[src/rtl/pa_ramp_pkg.sv]
package pa_ramp_pkg;

    localparam int CODE_W = 6;

    typedef logic [CODE_W-1:0] pa_code_t;

    typedef enum logic [1:0] {
        DIR_HOLD = 2'd0,
        DIR_UP   = 2'd1,
        DIR_DOWN = 2'd2
    } ramp_dir_e;

    // Per-cycle command derived from the two control paths
    typedef struct packed {
        pa_code_t goal;
        logic     force_off;
    } ramp_cmd_t;

    function automatic ramp_dir_e step_dir(input pa_code_t cur, input pa_code_t goal);
        if (cur < goal) return DIR_UP;
        if (cur > goal) return DIR_DOWN;
        return DIR_HOLD;
    endfunction

endpackage

[src/rtl/pa_ramp_pacer.sv]
module pa_ramp_pacer #(
    parameter int CYC_PER_BIT = 256,
    parameter int RATE_W      = 3
) (
    input  logic              clk,
    input  logic              rst,
    input  logic              bit_tick,
    input  logic [RATE_W-1:0] rate_sel,
    output logic              step_stb
);
    localparam int CW = $clog2(CYC_PER_BIT);

    logic [CW-1:0] phase_q;
    logic [CW-1:0] slot_mask;
    int            interval;

    // Step interval in clocks = period / 2^rate, never below one
    always_comb begin
        interval = CYC_PER_BIT >> rate_sel;
        if (interval < 1) interval = 1;
        slot_mask = CW'(interval - 1);
    end

    assign step_stb = (phase_q & slot_mask) == slot_mask;

    always_ff @(posedge clk) begin
        if (rst)           phase_q <= '0;
        else if (bit_tick) phase_q <= '0;
        else               phase_q <= phase_q + 1'b1;
    end

    // the cycle after a tick is never a step slot when the interval exceeds one
    p_no_slot_after_tick_r10: assert property (@(posedge clk) disable iff (rst)
        (bit_tick && ((CYC_PER_BIT >> rate_sel) > 1)) |=> (!step_stb || !$stable(rate_sel)));

endmodule

[src/rtl/pa_ramp_goal.sv]
module pa_ramp_goal
    import pa_ramp_pkg::*;
(
    input  logic      pa_en,
    input  logic      tx_req,
    input  pa_code_t  target_lvl,
    output ramp_cmd_t cmd
);
    always_comb begin
        cmd.force_off = !pa_en;
        cmd.goal      = (pa_en && tx_req) ? target_lvl : '0;
    end
endmodule

[src/rtl/pa_ramp_stepper.sv]
module pa_ramp_stepper
    import pa_ramp_pkg::*;
(
    input  logic      clk,
    input  logic      rst,
    input  ramp_cmd_t cmd,
    input  logic      step_stb,
    output pa_code_t  code_q,
    output logic      done
);
    ramp_dir_e dir;

    assign dir  = step_dir(code_q, cmd.goal);
    assign done = (dir == DIR_HOLD);

    always_ff @(posedge clk) begin
        if (rst) begin
            code_q <= '0;
        end else if (cmd.force_off) begin
            code_q <= '0;
        end else if (step_stb) begin
            case (dir)
                DIR_UP:   code_q <= code_q + 1'b1;
                DIR_DOWN: code_q <= code_q - 1'b1;
                default:  code_q <= code_q;
            endcase
        end
    end

    p_single_level_r2: assert property (@(posedge clk) disable iff (rst)
        !cmd.force_off |=> (code_q == $past(code_q)) ||
                           (code_q == CODE_W'($past(code_q) + 1'b1)) ||
                           (code_q == CODE_W'($past(code_q) - 1'b1)));

    p_hold_between_slots_r4: assert property (@(posedge clk) disable iff (rst)
        (!step_stb && !cmd.force_off) |=> $stable(code_q));

    p_clear_now_r5: assert property (@(posedge clk) disable iff (rst)
        cmd.force_off |=> (code_q == '0));

    p_climb_r6: assert property (@(posedge clk) disable iff (rst)
        (step_stb && !cmd.force_off && (code_q < cmd.goal))
            |=> (code_q == CODE_W'($past(code_q) + 1'b1)));

    p_descend_r8: assert property (@(posedge clk) disable iff (rst)
        (step_stb && !cmd.force_off && (code_q > cmd.goal))
            |=> (code_q == CODE_W'($past(code_q) - 1'b1)));

endmodule

[src/rtl/pa_ramp_ctrl.sv]
module pa_ramp_ctrl
    import pa_ramp_pkg::*;
#(
    parameter int CYC_PER_BIT = 256,
    parameter int RATE_W      = 3
) (
    input  logic              clk,
    input  logic              rst,
    input  logic              pa_en,
    input  logic              tx_req,
    input  logic [5:0]        target_lvl,
    input  logic [RATE_W-1:0] rate_sel,
    input  logic              bit_tick,
    output logic [5:0]        pa_code,
    output logic              ramp_done
);
    ramp_cmd_t cmd;
    logic      step_stb;
    pa_code_t  code_q;

    pa_ramp_pacer #(
        .CYC_PER_BIT (CYC_PER_BIT),
        .RATE_W      (RATE_W)
    ) u_pacer (
        .clk      (clk),
        .rst      (rst),
        .bit_tick (bit_tick),
        .rate_sel (rate_sel),
        .step_stb (step_stb)
    );

    pa_ramp_goal u_goal (
        .pa_en      (pa_en),
        .tx_req     (tx_req),
        .target_lvl (target_lvl),
        .cmd        (cmd)
    );

    pa_ramp_stepper u_stepper (
        .clk      (clk),
        .rst      (rst),
        .cmd      (cmd),
        .step_stb (step_stb),
        .code_q   (code_q),
        .done     (ramp_done)
    );

    assign pa_code = code_q;

    // done while active means the code sits on the programmed target
    p_done_at_target_r9: assert property (@(posedge clk) disable iff (rst)
        (pa_en && tx_req && ramp_done) |-> (pa_code == target_lvl));

    // losing only the transmit request never clears the code in one cycle
    p_soft_off_r7: assert property (@(posedge clk) disable iff (rst)
        (pa_en && !tx_req && (pa_code > 6'd1)) |=> (!pa_en || (pa_code != 6'd0)));

endmodule

[config.mk]
export PLATFORM = sky130hd
export DESIGN_NAME = pa_ramp_ctrl
export DESIGN_NICKNAME = d
export VERILOG_FILES = /design/src/rtl/pa_ramp_pkg.sv /design/src/rtl/pa_ramp_pacer.sv /design/src/rtl/pa_ramp_goal.sv /design/src/rtl/pa_ramp_stepper.sv /design/src/rtl/pa_ramp_ctrl.sv
export SDC_FILE = /design/constraint.sdc
export NUM_CORES = 1
export LEC_CHECK = 0
export CORE_MARGIN = 4
export CORE_UTILIZATION = 25
export CTS_BUF_LIST = sky130_fd_sc_hd__clkbuf_8
export CTS_CLUSTER_DIAMETER = 60
export DETAILED_ROUTE_END_ITERATION = 8
export GPL_TIMING_DRIVEN = 0
export PLACE_DENSITY = 0.46
export SYNTH_ARGS = -nofsm -noshare
export SYNTH_HDL_FRONTEND = slang
export SYNTH_SLANG_ARGS = --single-unit
[constraint.sdc]
create_clock -name clk -period 3.76 [get_ports clk]
set_clock_uncertainty 0.1 [all_clocks]
set_input_delay 0.376 -clock clk [delete_from_list [all_inputs] [get_ports clk]]
set_output_delay 0.376 -clock clk [all_outputs]
set_load 0.01 [all_outputs]
==> reports/metrics.cfg, run 1 <==
[timing]
fmax_ghz=0.2979
worst_pin_slew_ps=348.6
tns_ps=0
finalSetupViolations=0
slew_headroom_pct=76.76
fin_crit_sh_pct=89.28
hold_violations=0
fin_ws_ps=403.1
finalMaxSlewViolations=0
layout_min_cycle_time_ps=3357
rsz0062_at_grt=false

[floorplan]
num_io_pins=21
die_w_um=69.55
core_mm2=0.003661
start_util_pct=25.87
dieHeight_um=69.55
dieArea_mm2=0.004837
row_count=22

[clocking]
hold_buffers=0
h-tree-depth=1
cts_tree=built
clock_sinks=14
clk_path_buf_depth=2
clock_insertion_delay_worst_skew_ps=250
root_buffer=clkbuf_8
clkTransAtPathRegs_ps=60
cts_buffers=3

[layout]
drive_gt1_share_pct=9.701
synthToLayoutAreaGrowth_pct=35.80
final_util_pct=35.13
fin_nets=161
antenna_cells=0

[critical_path]
start_kind=input port
r2r_start=u_stepper.code_q[1]$_SDFFE_PP0P_
cp_slowest_stage_delay_ps=480
worstPathArrival_ps=3440
cp.required_ps=3840
r2r_end=u_stepper.code_q[5]$_SDFFE_PP0P_
path_max_fanout=5
crit_buf_inv=1
worstPathCellList=clkdlybuf4s50_1 > and2_1 > nand2_1 > ha_1 > nand4_1 > o21bai_1 > a31oi_4 > ha_1 > a211oi_1 > o21bai_1 > a21oi_1 > xor2_1 > or3_1 > a21oi_1
reg2reg_depth=12
r2r_slack_ps=930
slowest_stage=clkdlybuf4s50_1
cp_top_family=compound AO/OA/AOI/OAI gates
endpoint=u_stepper.code_q[5]$_SDFFE_PP0P_
setup.worst_path.start=pa_en
worstSetupPathType=in -> reg
cp-end-kind=register
path_depth=14

[route]
drt_pass1_iterations=4
avgViaCountPerCell=4.621
drc=0
ant_nets=0
wire_per_inst_um=10.88
vias=841
drt-initial-drc-count=36
routed_wl_mm=1.980

[hold_path]
min_path_type=reg -> reg

[global_routing]
grt_start_max_net_pins=9
use_met1_pct=9.083
gr-usage-met2_pct=16.31
gr-usage-met3_pct=3.768
grt_busiest_layer=met2
grt_usage_pct=8.709
grt_pass1_vias=824
grt_pass1_wl_mm=3.484
grt_overflow_total=0
antenna_found_initial=0

[place]
dp_slack_ps=-50.57
dp_hpwl_mm=1.623
place.port_buffers=20
routabilityCongestion=0.8059

[yosys]
synth_top_family_by_area=simple AND/OR/NAND/NOR gates
async_reset_ff_share_pct=0
syn_nets=134
synthMuxAreaShare_pct=3.170
synth_adder_area_share_pct=16.64
synth_flop_cell=dfxtp_1
yosys.area.top_type=dfxtp_1
synth-xor-area-share_pct=10.17
yosysSeqAreaShare_pct=29.59
synth_commonest_cells=15 x nor2_1, 14 x dfxtp_1, 11 x ha_1
syn_area_um2=947.2
yosys.cell_types.count=33
yosys.area_share.simple_pct=20.34
avgSynthCellArea_um2=8.770
synthMostInstantiatedCell=nor2_1
ys_top_cells_by_area=dfxtp_1 30%, ha_1 15%, nor2_1 5.9%
synth-edff-count=0
syn_inst=108
yosys.area.top_type_share_pct=29.59
synth_compound_area_share_pct=16.12
yosysWarnings=0
synth-seq-cells=14

[status]
status=complete, no violations

[power_and_ir_drop]
ir_drop_mv=0.1178
power.density_mw_per_mm2=282.7
p_leak_nw=0.5118

[flow_run]
drv_cap=0

-- worst min path at each step --
stage | depth (start not counted) | from | endpoint
2_1_floorplan | 1 | u_pacer.phase_q[0]$_SDFF_PP0_ | u_pacer.phase_q[0]$_SDFF_PP0_
3_3_place_gp | 1 | u_pacer.phase_q[0]$_SDFF_PP0_ | u_pacer.phase_q[0]$_SDFF_PP0_
3_5_place_dp | 1 | u_pacer.phase_q[0]$_SDFF_PP0_ | u_pacer.phase_q[0]$_SDFF_PP0_
4_1_cts | 1 | u_pacer.phase_q[0]$_SDFF_PP0_ | u_pacer.phase_q[0]$_SDFF_PP0_
5_1_grt | 2 | u_pacer.phase_q[7]$_SDFF_PP0_ | u_pacer.phase_q[7]$_SDFF_PP0_
6_report | 1 | u_pacer.phase_q[0]$_SDFF_PP0_ | u_pacer.phase_q[0]$_SDFF_PP0_
-- registers in the layout (all words and copies together), names as in the netlist --
register,cells
u_pacer.phase_q,8
u_stepper.code_q,6
-- stage by stage --
step	hold WS [ps]	total power, mW	std cells	cell area [um^2]
4_1_cts	391.3	0.3641	180	1262
3_3_place_gp	377.8	0.2111	176	1207
2_1_floorplan	348.9	0.1877	108	947.2
5_1_grt	444.9	0.3882	182	1286
3_5_place_dp	376.5	0.2120	176	1207
6_report	387.3	0.3636	182	1286
-- worst register-to-register path, cell delays in order (launching register included) --
cell and delay [ps]:
dfxtp_1 420, ha_1 270, nor2b_1 150, o21bai_1 230, a31oi_4 130, buf_4 160
ha_1 210, a211oi_1 260, o21bai_1 110, a21oi_1 180, xor2_1 100, or3_1 310
a21oi_1 130
-- kinds of logic after synthesis --
logic type / Yosys count
fa+ha+maj: 12
flops: 14
xor+xnor: 11
compound gates: 21
simple gates: 39
mux: 3
buf+inv: 8
-- routing by layer --
layer / routed length, um / vias to the layer above
met4: 6 / 0
met5: 0 / -
met3: 85 / 2
li1: - / 431
met2: 1031 / 13
met1: 857 / 395
-- report_power, final --
group          internal, mW  switching, mW
Combinational        0.0349         0.0279
Sequential            0.150        0.00154
Clock                0.0928         0.0570
-- layout by cell type, fill, tap and decap left out, drive strengths merged --
cell	Yosys	routed
nor2b	1	1
o21bai	2	2
nor2	15	15
buf	1	3
dfxtp	14	14
nand4	1	1
mux2i	3	3
o21a	1	1
nand2b	2	2
o21ai	2	2
and2	1	1
clkdlybuf4s50	0	20
a31oi	1	1
nand3	7	7
a311o	1	1
o221ai	1	1
o211ai	1	1
xor2	5	5
or2	1	1
a21oi	7	7
and3	4	4
clkbuf	1	5
xnor2	6	6
ha	11	11
or3	1	1
inv	6	6
a211oi	2	2
a21o	3	3
fa	1	1
nand2	6	6
-- repair_timing --
action,in CTS,in global routing
buffers inserted,0,2
endpoints found under the hold margin,0,0
resized for setup,0,1
setup endpoints to repair,0,1
-- final cells by class --
type / instances / area [um^2]
inverter: 6 / 22.52
buffer: 2 / 15.01
sequential: 14 / 280.3
clock buffer: 4 / 55.05
timing repair buffer: 22 / 215.2
fill: 380 / 2375
tap: 48 / 60.06
multi-input combinational: 86 / 638.1
Note: power is estimated with default switching activity, not from simulation.
==> inputs of run 2 (changes only) <==
MAX_ROUTING_LAYER = met4   (was default)
==> results of run 2 <==
Same layout as run 1: the final DEF is identical, and so are final timing and power.
Main changes from that run: final weighted congestion in routability-driven placement 0.8059 -> 0.8176; overall routing resource usage 8.709% -> 8.951%
